**config.mk**
```make
export PLATFORM = sky130hd
export DESIGN_NAME = lift53_core
export DESIGN_NICKNAME = d
export VERILOG_FILES = /design/src/rtl/lift53_pkg.sv /design/src/rtl/lift53_predict.sv /design/src/rtl/lift53_update.sv /design/src/rtl/lift53_hist.sv /design/src/rtl/lift53_core.sv
export SDC_FILE = /design/constraint.sdc
export NUM_CORES = 1
export LEC_CHECK = 0
export ABC_AREA = 1
export CAP_MARGIN = 10
export CORE_MARGIN = 2
export CORE_UTILIZATION = 55
export CTS_CLUSTER_SIZE = 40
export DETAILED_ROUTE_END_ITERATION = 10
export GPL_TIMING_DRIVEN = 0
export HOLD_SLACK_MARGIN = 0.1
export PLACE_DENSITY = 0.88
export SLEW_MARGIN = 10
export SYNTH_ARGS = -nofsm -noshare
export SYNTH_HDL_FRONTEND = slang
export SYNTH_SLANG_ARGS = --single-unit
```
**constraint.sdc**
```tcl
create_clock -name clk -period 15.25 [get_ports clk]
set_clock_uncertainty 0.2 [all_clocks]
set_input_delay 3.8125 -clock clk [delete_from_list [all_inputs] [get_ports clk]]
set_output_delay 3.8125 -clock clk [all_outputs]
set_load 0.01 [all_outputs]
```
**src/rtl/lift53_pkg.sv**
```systemverilog
`timescale 1ns/1ps
package lift53_pkg;

    typedef enum logic {
        MODE_FWD = 1'b0,
        MODE_INV = 1'b1
    } mode_e;

    // Line markers kept alongside the pending pair
    typedef struct packed {
        logic  first;
        logic  last;
        mode_e mode;
    } line_tag_t;

endpackage

```
**src/rtl/lift53_predict.sv**
```systemverilog
`timescale 1ns/1ps
// Odd partition: base -/+ floor((e_cur + e_nxt) / 2)
module lift53_predict
    import lift53_pkg::*;
#(
    parameter int DW = 16
) (
    input  mode_e                mode,
    input  logic signed [DW-1:0] base,
    input  logic signed [DW-1:0] e_cur,
    input  logic signed [DW-1:0] e_nxt,
    output logic signed [DW-1:0] res
);
    localparam int SW = DW + 1;

    logic signed [SW-1:0] half;

    always_comb begin
        half = (SW'(e_cur) + SW'(e_nxt)) >>> 1;
        if (mode == MODE_INV)
            res = DW'(SW'(base) + half);
        else
            res = DW'(SW'(base) - half);
    end
endmodule

```
**src/rtl/lift53_update.sv**
```systemverilog
`timescale 1ns/1ps
// Even partition: base +/- floor((h_cur + h_prv + 2) / 4)
module lift53_update
    import lift53_pkg::*;
#(
    parameter int DW = 16
) (
    input  mode_e                mode,
    input  logic signed [DW-1:0] base,
    input  logic signed [DW-1:0] h_cur,
    input  logic signed [DW-1:0] h_prv,
    output logic signed [DW-1:0] res
);
    localparam int UW = DW + 2;

    logic signed [UW-1:0] quarter;

    always_comb begin
        quarter = (UW'(h_cur) + UW'(h_prv) + UW'(2)) >>> 2;
        if (mode == MODE_INV)
            res = DW'(UW'(base) - quarter);
        else
            res = DW'(UW'(base) + quarter);
    end
endmodule

```
**src/rtl/lift53_hist.sv**
```systemverilog
`timescale 1ns/1ps
// Register file: pending pair, previous high value, line markers
module lift53_hist
    import lift53_pkg::*;
#(
    parameter int DW = 16
) (
    input  logic                 clk,
    input  logic                 rst,
    input  logic                 load,
    input  logic                 drain,
    input  logic signed [DW-1:0] new_e,
    input  logic signed [DW-1:0] new_x,
    input  line_tag_t            new_tag,
    input  logic                 h_we,
    input  logic signed [DW-1:0] h_new,
    output logic                 pend_valid,
    output logic signed [DW-1:0] pend_e,
    output logic signed [DW-1:0] pend_x,
    output logic signed [DW-1:0] hist_h,
    output line_tag_t            pend_tag
);
    always_ff @(posedge clk) begin
        if (rst) begin
            pend_valid <= 1'b0;
            pend_e     <= '0;
            pend_x     <= '0;
            hist_h     <= '0;
            pend_tag   <= '{first: 1'b0, last: 1'b0, mode: MODE_FWD};
        end else begin
            if (load) begin
                pend_valid <= 1'b1;
                pend_e     <= new_e;
                pend_x     <= new_x;
                pend_tag   <= new_tag;
            end else if (drain) begin
                pend_valid <= 1'b0;
            end
            if (h_we)
                hist_h <= h_new;
        end
    end
endmodule

```
**src/rtl/lift53_core.sv**
```systemverilog
`timescale 1ns/1ps
module lift53_core
    import lift53_pkg::*;
#(
    parameter int DW = 16
) (
    input  logic                 clk,
    input  logic                 rst,
    input  logic                 inv_mode,
    input  logic                 in_valid,
    input  logic                 in_first,
    input  logic                 in_last,
    input  logic signed [DW-1:0] in_a,
    input  logic signed [DW-1:0] in_b,
    output logic                 out_valid,
    output logic                 out_first,
    output logic                 out_last,
    output logic signed [DW-1:0] out_a,
    output logic signed [DW-1:0] out_b
);
    logic                 pend_valid;
    logic signed [DW-1:0] pend_e, pend_x, hist_h;
    line_tag_t            pend_tag, new_tag;
    mode_e                in_mode, op_mode;
    logic                 drain, emit_mid, emit;
    logic signed [DW-1:0] e_rec, e_nxt, pred, low, h_prv_f, h_prv_i, load_e;

    assign in_mode  = mode_e'(inv_mode);
    assign new_tag  = '{first: in_first, last: in_last, mode: in_mode};
    assign drain    = pend_valid && pend_tag.last;
    assign emit_mid = in_valid && !in_first && pend_valid;
    assign emit     = emit_mid || drain;
    assign op_mode  = drain ? pend_tag.mode : in_mode;

    // Inverse: rebuild even[n] as soon as its pair arrives
    assign h_prv_i = in_first ? in_b : pend_x;
    lift53_update #(.DW(DW)) u_upd_inv (
        .mode(MODE_INV), .base(in_a), .h_cur(in_b), .h_prv(h_prv_i), .res(e_rec)
    );

    // Right neighbour of the pending even value, mirrored at line end
    always_comb begin
        if (drain)
            e_nxt = pend_e;
        else if (op_mode == MODE_INV)
            e_nxt = e_rec;
        else
            e_nxt = in_a;
    end

    lift53_predict #(.DW(DW)) u_pred (
        .mode(op_mode), .base(pend_x), .e_cur(pend_e), .e_nxt(e_nxt), .res(pred)
    );

    // Forward update follows predict; left neighbour mirrored at line start
    assign h_prv_f = pend_tag.first ? pred : hist_h;
    lift53_update #(.DW(DW)) u_upd_fwd (
        .mode(MODE_FWD), .base(pend_e), .h_cur(pred), .h_prv(h_prv_f), .res(low)
    );

    assign load_e = (in_mode == MODE_INV) ? e_rec : in_a;

    lift53_hist #(.DW(DW)) u_hist (
        .clk(clk), .rst(rst), .load(in_valid), .drain(drain),
        .new_e(load_e), .new_x(in_b), .new_tag(new_tag),
        .h_we(emit), .h_new(pred),
        .pend_valid(pend_valid), .pend_e(pend_e), .pend_x(pend_x),
        .hist_h(hist_h), .pend_tag(pend_tag)
    );

    always_ff @(posedge clk) begin
        if (rst) begin
            out_valid <= 1'b0;
            out_first <= 1'b0;
            out_last  <= 1'b0;
            out_a     <= '0;
            out_b     <= '0;
        end else begin
            out_valid <= emit;
            if (emit) begin
                out_first <= pend_tag.first;
                out_last  <= drain;
                out_a     <= (op_mode == MODE_INV) ? pend_e : low;
                out_b     <= pred;
            end
        end
    end


    reset_clear_chk: assert property (@(posedge clk) rst |=> !out_valid);


    mid_emit_chk: assert property (@(posedge clk) disable iff (rst)
        in_valid && !in_first |=> out_valid && !out_last);


    drain_emit_chk: assert property (@(posedge clk) disable iff (rst)
        pend_valid && pend_tag.last |=> out_valid && out_last);


    idle_quiet_chk: assert property (@(posedge clk) disable iff (rst)
        !in_valid && !(pend_valid && pend_tag.last) |=> !out_valid);


    mid_line_chk: assert property (@(posedge clk) disable iff (rst)
        in_valid && !in_first |-> pend_valid && !pend_tag.last);


    line_order_chk: assert property (@(posedge clk) disable iff (rst)
        out_valid && out_last |=> !out_valid || out_first);
endmodule

```
# Word level (Yosys, flattened, before mapping)

Index checks and enable logic that the tools add are counted.

Add/subtract/negate cells: 9
Multiplexer cells: 10
Reductions and logical operators: 6

Operators by type and width:

| operator                                                        | count |
|---|---|
| 16-bit two-way mux                                              | 7 |
| 16-bit by 16-bit adder with 17-bit output                       | 3 |
| 17-bit by 3-bit adder with 18-bit output, second input constant | 2 |
| 16-bit adder                                                    | 2 |
| 16-bit subtractor                                               | 2 |
| 1-bit logical AND                                               | 3 |
| 1-bit two-way mux                                               | 3 |
| 2-bit nonzero test                                              | 1 |
| 1-bit zero test                                                 | 1 |
| 1-bit logical OR                                                | 1 |

Bits in registers: 71
Bits of input ports: 38
Output and inout bits: 35
Logic and storage cells: 36

# Longest topological paths before layout

Gate-level depths: netlist (run 1).

Depth after elaboration: 14
Mapped depth: 69
Mapped depth without buffers: 68

# Cells and area by module

From an unflattened synthesis (run 1), not the netlist that was laid out.

Cells, all modules: 1825
Area total of the unflattened synthesis: 11060.6 µm²

Modules (own cells, without submodules):

| module                     | times used | cells each | area each (µm²) | seq. area each (µm²) |
|---|---|---|---|---|
| lift53_update at u_upd_fwd | 1          | 405        | 2407.3          | 0.0 |
| lift53_core                | 1          | 401        | 2388.5          | 700.7 |
| lift53_update at u_upd_inv | 1          | 401        | 2348.5          | 0.0 |
| lift53_predict             | 1          | 393        | 2115.8          | 0.0 |
| lift53_hist                | 1          | 225        | 1800.5          | 1041.0 |

# Worst setup path after synthesis (run 1)

OpenSTA, ideal clock, no wires.

Path kind: input-to-reg
From: in in_first
To: reg out_a[15]
Library setup time: 0.115 ns
Arrival: 12.239 ns
Required time: 14.935 ns
Path slack: 2.696 ns
Cell stages on the path: 64
Path buffers: 2
Path through: clkbuf_1 inv_1 clkbuf_1 nand2_1 nand2_1 ha_1 inv_1 fa_1 inv_1 a31oi_1 o21ai_0 a21oi_1 xor2_1 ha_1 nand4_1 o21ai_0 nand2_1 nand2_1 (+28 left out) inv_1 nand3_1 o2111ai_1 xor2_1 ha_1 nand2_1 nor2_1 inv_1 nor3_1 nand2_1 o211ai_1 inv_1 nand2_1 nand3_1 nand2_1 nand2_1 o21ai_0 inv_1

Cells in the longest elaborated chain, start to end: 14
Elaborated cells between the ends (all ways): 19
Those cells by class: add/sub: 9; mux: 6; reduce/logical: 4

RTL lines:

| item                                              | line                                       | RTL |
|---|---|---|
| start, declared                                   | lift53_core.sv:11                          | `input logic in_first,` |
| 16-bit two-way mux                                | lift53_core.sv:36                          | `assign h_prv_i = in_first ? in_b : pend_x;` |
| 16-bit by 16-bit adder with 17-bit output         | lift53_update.sv:19                        | `quarter = (UW'(h_cur) + UW'(h_prv) + UW'(2)) >>> 2;` |
| 17-bit by 3-bit adder with 18-bit output          | lift53_update.sv:19                        |  |
| 16-bit subtractor                                 | lift53_update.sv:21                        | `res = DW'(UW'(base) - quarter);` |
| 16-bit two-way mux                                | lift53_core.sv:45                          | `else if (op_mode == MODE_INV)` |
| 16-bit two-way mux                                | lift53_core.sv:43                          | `if (drain)` |
| 16-bit by 16-bit adder with 17-bit output         | lift53_predict.sv:19                       | `half = (SW'(e_cur) + SW'(e_nxt)) >>> 1;` |
| 16-bit subtractor or 16-bit adder (tied branches) | lift53_predict.sv:23, lift53_predict.sv:21 |  |
| 16-bit two-way mux                                | lift53_predict.sv:20                       | `if (mode == MODE_INV)` |
| 16-bit two-way mux                                | lift53_core.sv:56                          | `assign h_prv_f = pend_tag.first ? pred : hist_h;` |
| 16-bit by 16-bit adder with 17-bit output         | lift53_update.sv:19                        |  |
| 17-bit by 3-bit adder with 18-bit output          | lift53_update.sv:19                        |  |
| 16-bit adder                                      | lift53_update.sv:23                        | `res = DW'(UW'(base) + quarter);` |
| 16-bit two-way mux                                | lift53_core.sv:83                          | `out_a <= (op_mode == MODE_INV) ? pend_e : low;` |
| end signal, assigned                              | lift53_core.sv:83                          |  |
| end, declared                                     | lift53_core.sv:18                          | `output logic signed [DW-1:0] out_a,` |

Several ways; a longest one is shown, not always the timed one.
A chain may end at the register's enable or synchronous reset.

# Worst setup path after layout (run 1)

Same ends and word-level chain as after synthesis.

==> impl_metrics.tcl, run 1 <==
set metrics [dict create \
    yosys.area.top_type_share 0.184 \
    clkLatencyLatePin_ns 0.34 \
    crit_family "compound AO/OA/AOI/OAI gates" \
    fill_cells 1411 \
    r2r_end "out_a[15]" \
    stdcell_area_um2 9860 \
    synth_compound_area_frac 0.208 \
    max_freq_mhz 70.2 \
    crit_buf_inv 11 \
    drc 0 \
    synth_common_cells "nand2_1 (301), inv_1 (164), a21oi_1 (126), ha_1 (126), o21ai_0 (96)" \
    grt_pass1_vias 8513 \
    grtUsageMet3 0.0478 \
    maxSlewViolCount 0 \
    area_growth_pct 14.9 \
    cp_common_cell "nand2_1" \
    finalSetupViolations 0 \
    via_per_inst 5.68 \
    rsz0062_at_grt "no" \
    yosysMostFrequentCell "nand2_1" \
    worst-endpoint-arrival_ns 14.29 \
    finalCritPeriodShare 0.935 \
    cap_violations 0 \
    diodes 0 \
    multi_input_area_um2 6390 \
    syn_area_per_cell_um2 6.59 \
    core_um2 15200 \
    dieArea_um2 16600 \
    grt_use_met2 0.530 \
    start_util 0.565 \
    crit_required_ns 15.28 \
    cp_slowest_cell "clkdlybuf4s50_1" \
    antenna_found_initial 0 \
    rrSetupSlack_ns 5.11 \
    synth_flop_cell "dfxtp_1" \
    syn_inst 1302 \
    drt_iter0_markers 750 \
    async_flop_share 0 \
    place_hpwl_um 20700 \
    io_pins 73 \
    die_w_um 129 \
    finalWirelength_um 25300 \
    place.gp.congestion 0.962 \
    whs_path_depth 2 \
    layout-drive-gt1-share 0.0490 \
    path_class "input port to register" \
    portBuffers 71 \
    clockRootBuffer "clkbuf_16" \
    tightest_slew_ns 0.714 \
    grt_busiest_layer "met2" \
    synthMuxAreaShare 0 \
    fin_setup_tns_ns 0 \
    min-delay-start "out_first" \
    hold_class "register to register" \
    crit_fanout 10 \
    cts_buffers 9 \
    critPathLaunchType "input port" \
    vias 8958 \
    rr_worst_depth 62 \
    post_drt_wl_per_cell_um 16.0 \
    cts_tree "built" \
    ff_latch_area_um2 1420 \
    met1_usage 0.401 \
    drt_first_pass_iters 5 \
    fin_nets 1554 \
    ys_ff_latch 71 \
    slowest_delay_ns 0.54 \
    synth-adder-area-share 0.198 \
    finalHoldViolations 0 \
    synth-seq-area-share 0.166 \
    hold_end "out_first" \
    htreeDepth 3 \
    yosysWarnings 0 \
    synth_top_family_by_area "simple AND/OR/NAND/NOR gates" \
    syn-cell-area_um2 8580 \
    yosys.area_share.simple 0.249 \
    path_clk_slew_ns 0.06 \
    cts_sinks 71 \
    postRouteAntennaNets 0 \
    place_area_um2 9530 \
    r2r_start "u_hist.pend_x[1]" \
    outcome "complete, no violations" \
    die_h_um 129 \
    synth_xor_area_frac 0.0900 \
    maxSlewHeadroom 0.524 \
    grt_use_total 0.310 \
    yosysTopAreaCell "ha_1" \
    syn-num-nets 1472 \
    yosysUniqueCellTypes 52 \
    synth_area_leaders "ha_1 (18%), dfxtp_1 (17%), nand2_1 (13%), a21oi_1 (7.3%), inv_1 (7.2%)" \
    layout_min_cycle_time_ns 14.25 \
    worst-path-stages 66 \
    grt_max_degree 13 \
    clockBufferDepth 2 \
    grt-ovfl-total 0 \
    fp-row-count 45 \
    grt_pass1_wl_um 41100 \
    setup.worst_path.end_class "register" \
    synth_edf_count 0 \
]
## worst max-delay path by stage
| stage | start | end | slack, ns |
|---|---|---|---|
| 2_1_floorplan | in_first | out_a[15] | 2.70 |
| 3_3_place_gp | in_first | out_a[15] | 0.78 |
| 4_1_cts | in_first | out_a[15] | 0.86 |
| 6_report | in_first | out_a[15] | 1.0 |
| 3_5_place_dp | in_first | out_a[15] | 0.53 |
| 5_1_grt | in_first | out_a[15] | 0.05 |
## stage by stage
stage	util	hold slack, ns	std cells	setup slack, ns
global route	0.649	0.290	1577	0.0456
CTS	0.649	0.265	1577	0.864
global placement	0.627	0.247	1561	0.785
finish	0.649	0.259	1577	0.998
floorplan	-	0.243	1302	2.70
detailed placement	0.627	0.252	1561	0.534
## cell type report
cell class	instances	area share
Multi-Input combinational cell	1027	0.648
Sequential cell	71	0.144
Timing Repair Buffer	71	0.0721
Inverter	172	0.0655
Clock buffer	11	0.0256
Tap cell	188	0.0239
Buffer	32	0.0126
Clock inverter	5	0.00812
## worst reg2reg max path, delay by kind of cell (launching register included)
family                   cells  cell delay, ns
AO/OA/AOI/OAI               20            3.31
flip-flops                   1            0.40
XOR/XNOR                     5            1.04
AND/OR/NAND/NOR             23            2.04
adder cells (fa/ha/maj)      8            2.61
buffers and inverters        6            0.43
## cells by family after synthesis
family | Yosys count
AND/OR/NAND/NOR | 494
AO/OA/AOI/OAI | 317
buffers and inverters | 204
adder cells (fa/ha/maj) | 132
XOR/XNOR | 84
flip-flops | 71
## state kept, by name, summed over array words and instances, names as in the netlist
| name | flops |
|---|---|
| out_last | 1 |
| u_hist.pend_tag | 3 |
| u_hist.pend_valid | 1 |
| out_first | 1 |
| out_a | 16 |
| u_hist.hist_h | 16 |
| out_valid | 1 |
| u_hist.pend_e | 16 |
| u_hist.pend_x | 16 |
## layout by cell type, fill, tap and decap left out, drive strengths merged, types with 2 or more instances in the layout
cell           count
inv              171
bufinv             2
nand3             49
o211ai             9
o21ai            112
clkinv             2
clkinvlp           2
clkbuf            38
xor2              50
nand4             12
or2                3
nand3b             8
nor3              17
clkdlybuf4s50     71
nand2            320
a21boi             4
a21oi            126
a211oi             7
o22ai              2
a221oi             3
a21o               3
a22o               2
xnor2             33
nor2              83
o31ai              2
o21bai             6
ha               126
buf                5
fa                 6
o21a               7
a31oi             21
a22oi              9
dfxtp             71
## per-layer routing
metal | share of wire | up-vias
li1 | - | 4529
met1 | 0.42 | 4024
met2 | 0.47 | 359
met3 | 0.081 | 46
met4 | 0.025 | 0
met5 | 0 | -
## repair_timing
action	CTS	global route
endpoints found under the setup margin	0	1
setup buffers	0	0
hold buffers	0	0
resized for setup	0	3
Power of run 1 is not shown: default switching activity piles up to over one toggle a cycle in this logic, so the estimate is an artifact.
==> run 2: changes to the inputs <==
--- a/config.mk
+++ b/config.mk
@@ -5,7 +5,6 @@
 export SDC_FILE = /design/constraint.sdc
 export NUM_CORES = 1
 export LEC_CHECK = 0
-export ABC_AREA = 1
 export CAP_MARGIN = 10
 export CORE_MARGIN = 2
 export CORE_UTILIZATION = 55
@@ -14,7 +13,6 @@
 export GPL_TIMING_DRIVEN = 0
 export HOLD_SLACK_MARGIN = 0.1
 export PLACE_DENSITY = 0.88
-export SLEW_MARGIN = 10
 export SYNTH_ARGS = -nofsm -noshare
 export SYNTH_HDL_FRONTEND = slang
 export SYNTH_SLANG_ARGS = --single-unit
==> run 2 against run 1 <==
Via count fell by 3.2%; setup slack got worse by 0.29 ns; maximum frequency fell by 2.0%; hold slack got worse by 0.0094 ns; synthesized area fell by 1.8%; register-to-register slack got worse by 0.75 ns; final cell count fell by 13%; sequential share of layout area rose by 0.10 points; critical path type unchanged; largest cell class unchanged.
==> impl_metrics.tcl, run 2 <==
set metrics [dict create \
    outcome "complete, no violations" \
    path_clk_slew_ns 0.06 \
    finalSetupViolations 0 \
    yosysMostFrequentCell "nor2_1" \
    htreeDepth 3 \
    clockRootBuffer "clkbuf_16" \
    grt_pass1_vias 8013 \
    hold_class "register to register" \
    fp-row-count 45 \
    place_hpwl_um 19300 \
    diodes 0 \
    portBuffers 69 \
    maxSlewViolCount 0 \
    syn_inst 1093 \
    worst-endpoint-arrival_ns 14.59 \
    io_pins 73 \
    post_drt_wl_per_cell_um 17.7 \
    place.gp.congestion 0.946 \
    grt_use_total 0.296 \
    layout_commonest_cell "nor2_1" \
    drc 0 \
    cap_violations 0 \
    grt-ovfl-total 0 \
    die_h_um 128 \
    fin_cells 1369 \
    area_growth_pct 16.2 \
    cp_common_cell "ha_1" \
    grt_pass1_wl_um 38600 \
    finalWirelength_um 24300 \
    finalCritPeriodShare 0.954 \
    cts_sinks 71 \
    synth_common_cells "nor2_1 (132), ha_1 (126), nand2_1 (106)" \
    syn-num-nets 1263 \
    synth-seq-area-share 0.169 \
    max_freq_mhz 68.8 \
    multi_input_area_um2 6770 \
    grt_max_degree 12 \
    clkLatencyLatePin_ns 0.34 \
    tightest_slew_ns 1.03 \
    yosysTopAreaCell "ha_1" \
    antenna_found_initial 0 \
    cts_tree "built" \
    fill_cells 1257 \
    clockBufferDepth 2 \
    placed_cells 1350 \
    ys_ff_latch 71 \
    yosys.area.top_type_share 0.187 \
    crit_fanout 6 \
    die_w_um 128 \
    slowest_delay_ns 0.48 \
    setup.worst_path.end_class "register" \
    synth_area_leaders "ha_1 (19%), dfxtp_1 (17%), nor2_1 (5.9%), xnor2_1 (5.7%), a21oi_1 (5.2%)" \
    dieArea_um2 16300 \
    start_util 0.558 \
    synth_edf_count 0 \
    crit_family "simple AND/OR/NAND/NOR gates" \
    cp_slowest_cell "clkdlybuf4s50_1" \
    fin_nets 1346 \
    async_flop_share 0 \
    drt_first_pass_iters 6 \
    yosysUniqueCellTypes 68 \
    crit_buf_inv 1 \
    core_um2 15100 \
    utilization 0.649 \
    critPathLaunchType "input port" \
    layout_min_cycle_time_ns 14.54 \
    syn_area_per_cell_um2 7.71 \
    cts_buffers 9 \
    synth_flop_cell "dfxtp_1" \
    postRouteAntennaNets 0 \
    drt_iter0_markers 856 \
    vias 8675 \
    maxSlewHeadroom 0.312 \
    syn-cell-area_um2 8420 \
    finalHoldViolations 0 \
    crit_required_ns 15.30 \
    via_per_inst 6.34 \
    yosysWarnings 0 \
    layout_common_cells "nor2_1 (132), ha_1 (125), nand2_1 (106), a21oi_1 (84), dfxtp_1 (71)" \
    ff_latch_area_um2 1420 \
    path_class "input port to register" \
    hold_buffers 0 \
    worst_hold_slack_ns 0.250 \
    fin_setup_tns_ns 0 \
    layout-drive-gt1-share 0.0728 \
]
[run 2: cell types whose count changed after synthesis, moves of 36 or more]
| cell | delta |
|---|---|
| mux2i_1 | +36 |
| inv_1 | -121 |
| nand2_1 | -195 |
| nor2_1 | +52 |
| a21oi_1 | -39 |
| o21ai_0 | -60 |
[run 2: worst paths after layout]
check                           cells past startpoint         to  slack (ns)             start
worst max register to register                     42  out_a[15]        4.36  u_hist.pend_x[2]
worst min register to register                      2   out_a[2]        0.25          out_a[2]
worst min-delay path                                2   out_a[2]        0.25          out_a[2]
worst max-delay path                               43  out_a[15]        0.71           in_b[2]
[run 2: per-layer routing]
layer / vias to the layer above / part of all wire / GRT usage
li1: 4135 / - / -
met1: 4062 / 0.42 / 0.373
met2: 398 / 0.46 / 0.499
met3: 80 / 0.075 / 0.0463
met4: 0 / 0.046 / 0.135
met5: - / 0 / 0
[run 2: area by class of cell]
type                       count  area share
tap                          188      0.0240
buffer                        36      0.0153
clock buffer                  14      0.0290
multi-input combinational    943       0.691
clock inverter                 2     0.00613
sequential                    71       0.145
inverter                      43      0.0165
timing repair buffer          72      0.0728
[run 2: worst min-delay path: stages, from the launching register on]
cell,delay (ns)
dfxtp_1,0.31
nand2_1,0.05
a21oi_1,0.05
[run 2: kinds of logic after synthesis]
| family | share of synthesized area |
|---|---|
| xor gates and xnor gates | 0.0832 |
| muxes | 0.0775 |
| adders and majority gates | 0.201 |
| AOI/OAI and AO/OA | 0.210 |
| DFF | 0.169 |
| and+or+nand+nor | 0.223 |
| buffers and inverters | 0.0356 |
[run 2: timing repair]
action | in CTS | in global routing
gates cloned | 0 | 0
buffers inserted | 0 | 3
setup endpoints to repair | 1 | 4
pin swaps | 0 | 4
resized for setup | 2 | 23
[run 2: through the flow]
step                area (um2)  setup WS [ns]
floorplan                 8420           1.19
global placement          9350         -0.220
detailed placement        9350         -0.524
CTS                       9700         0.0206
global route              9790       -0.00767
finish                    9790          0.709
Power of run 2 is left out for the same reason.
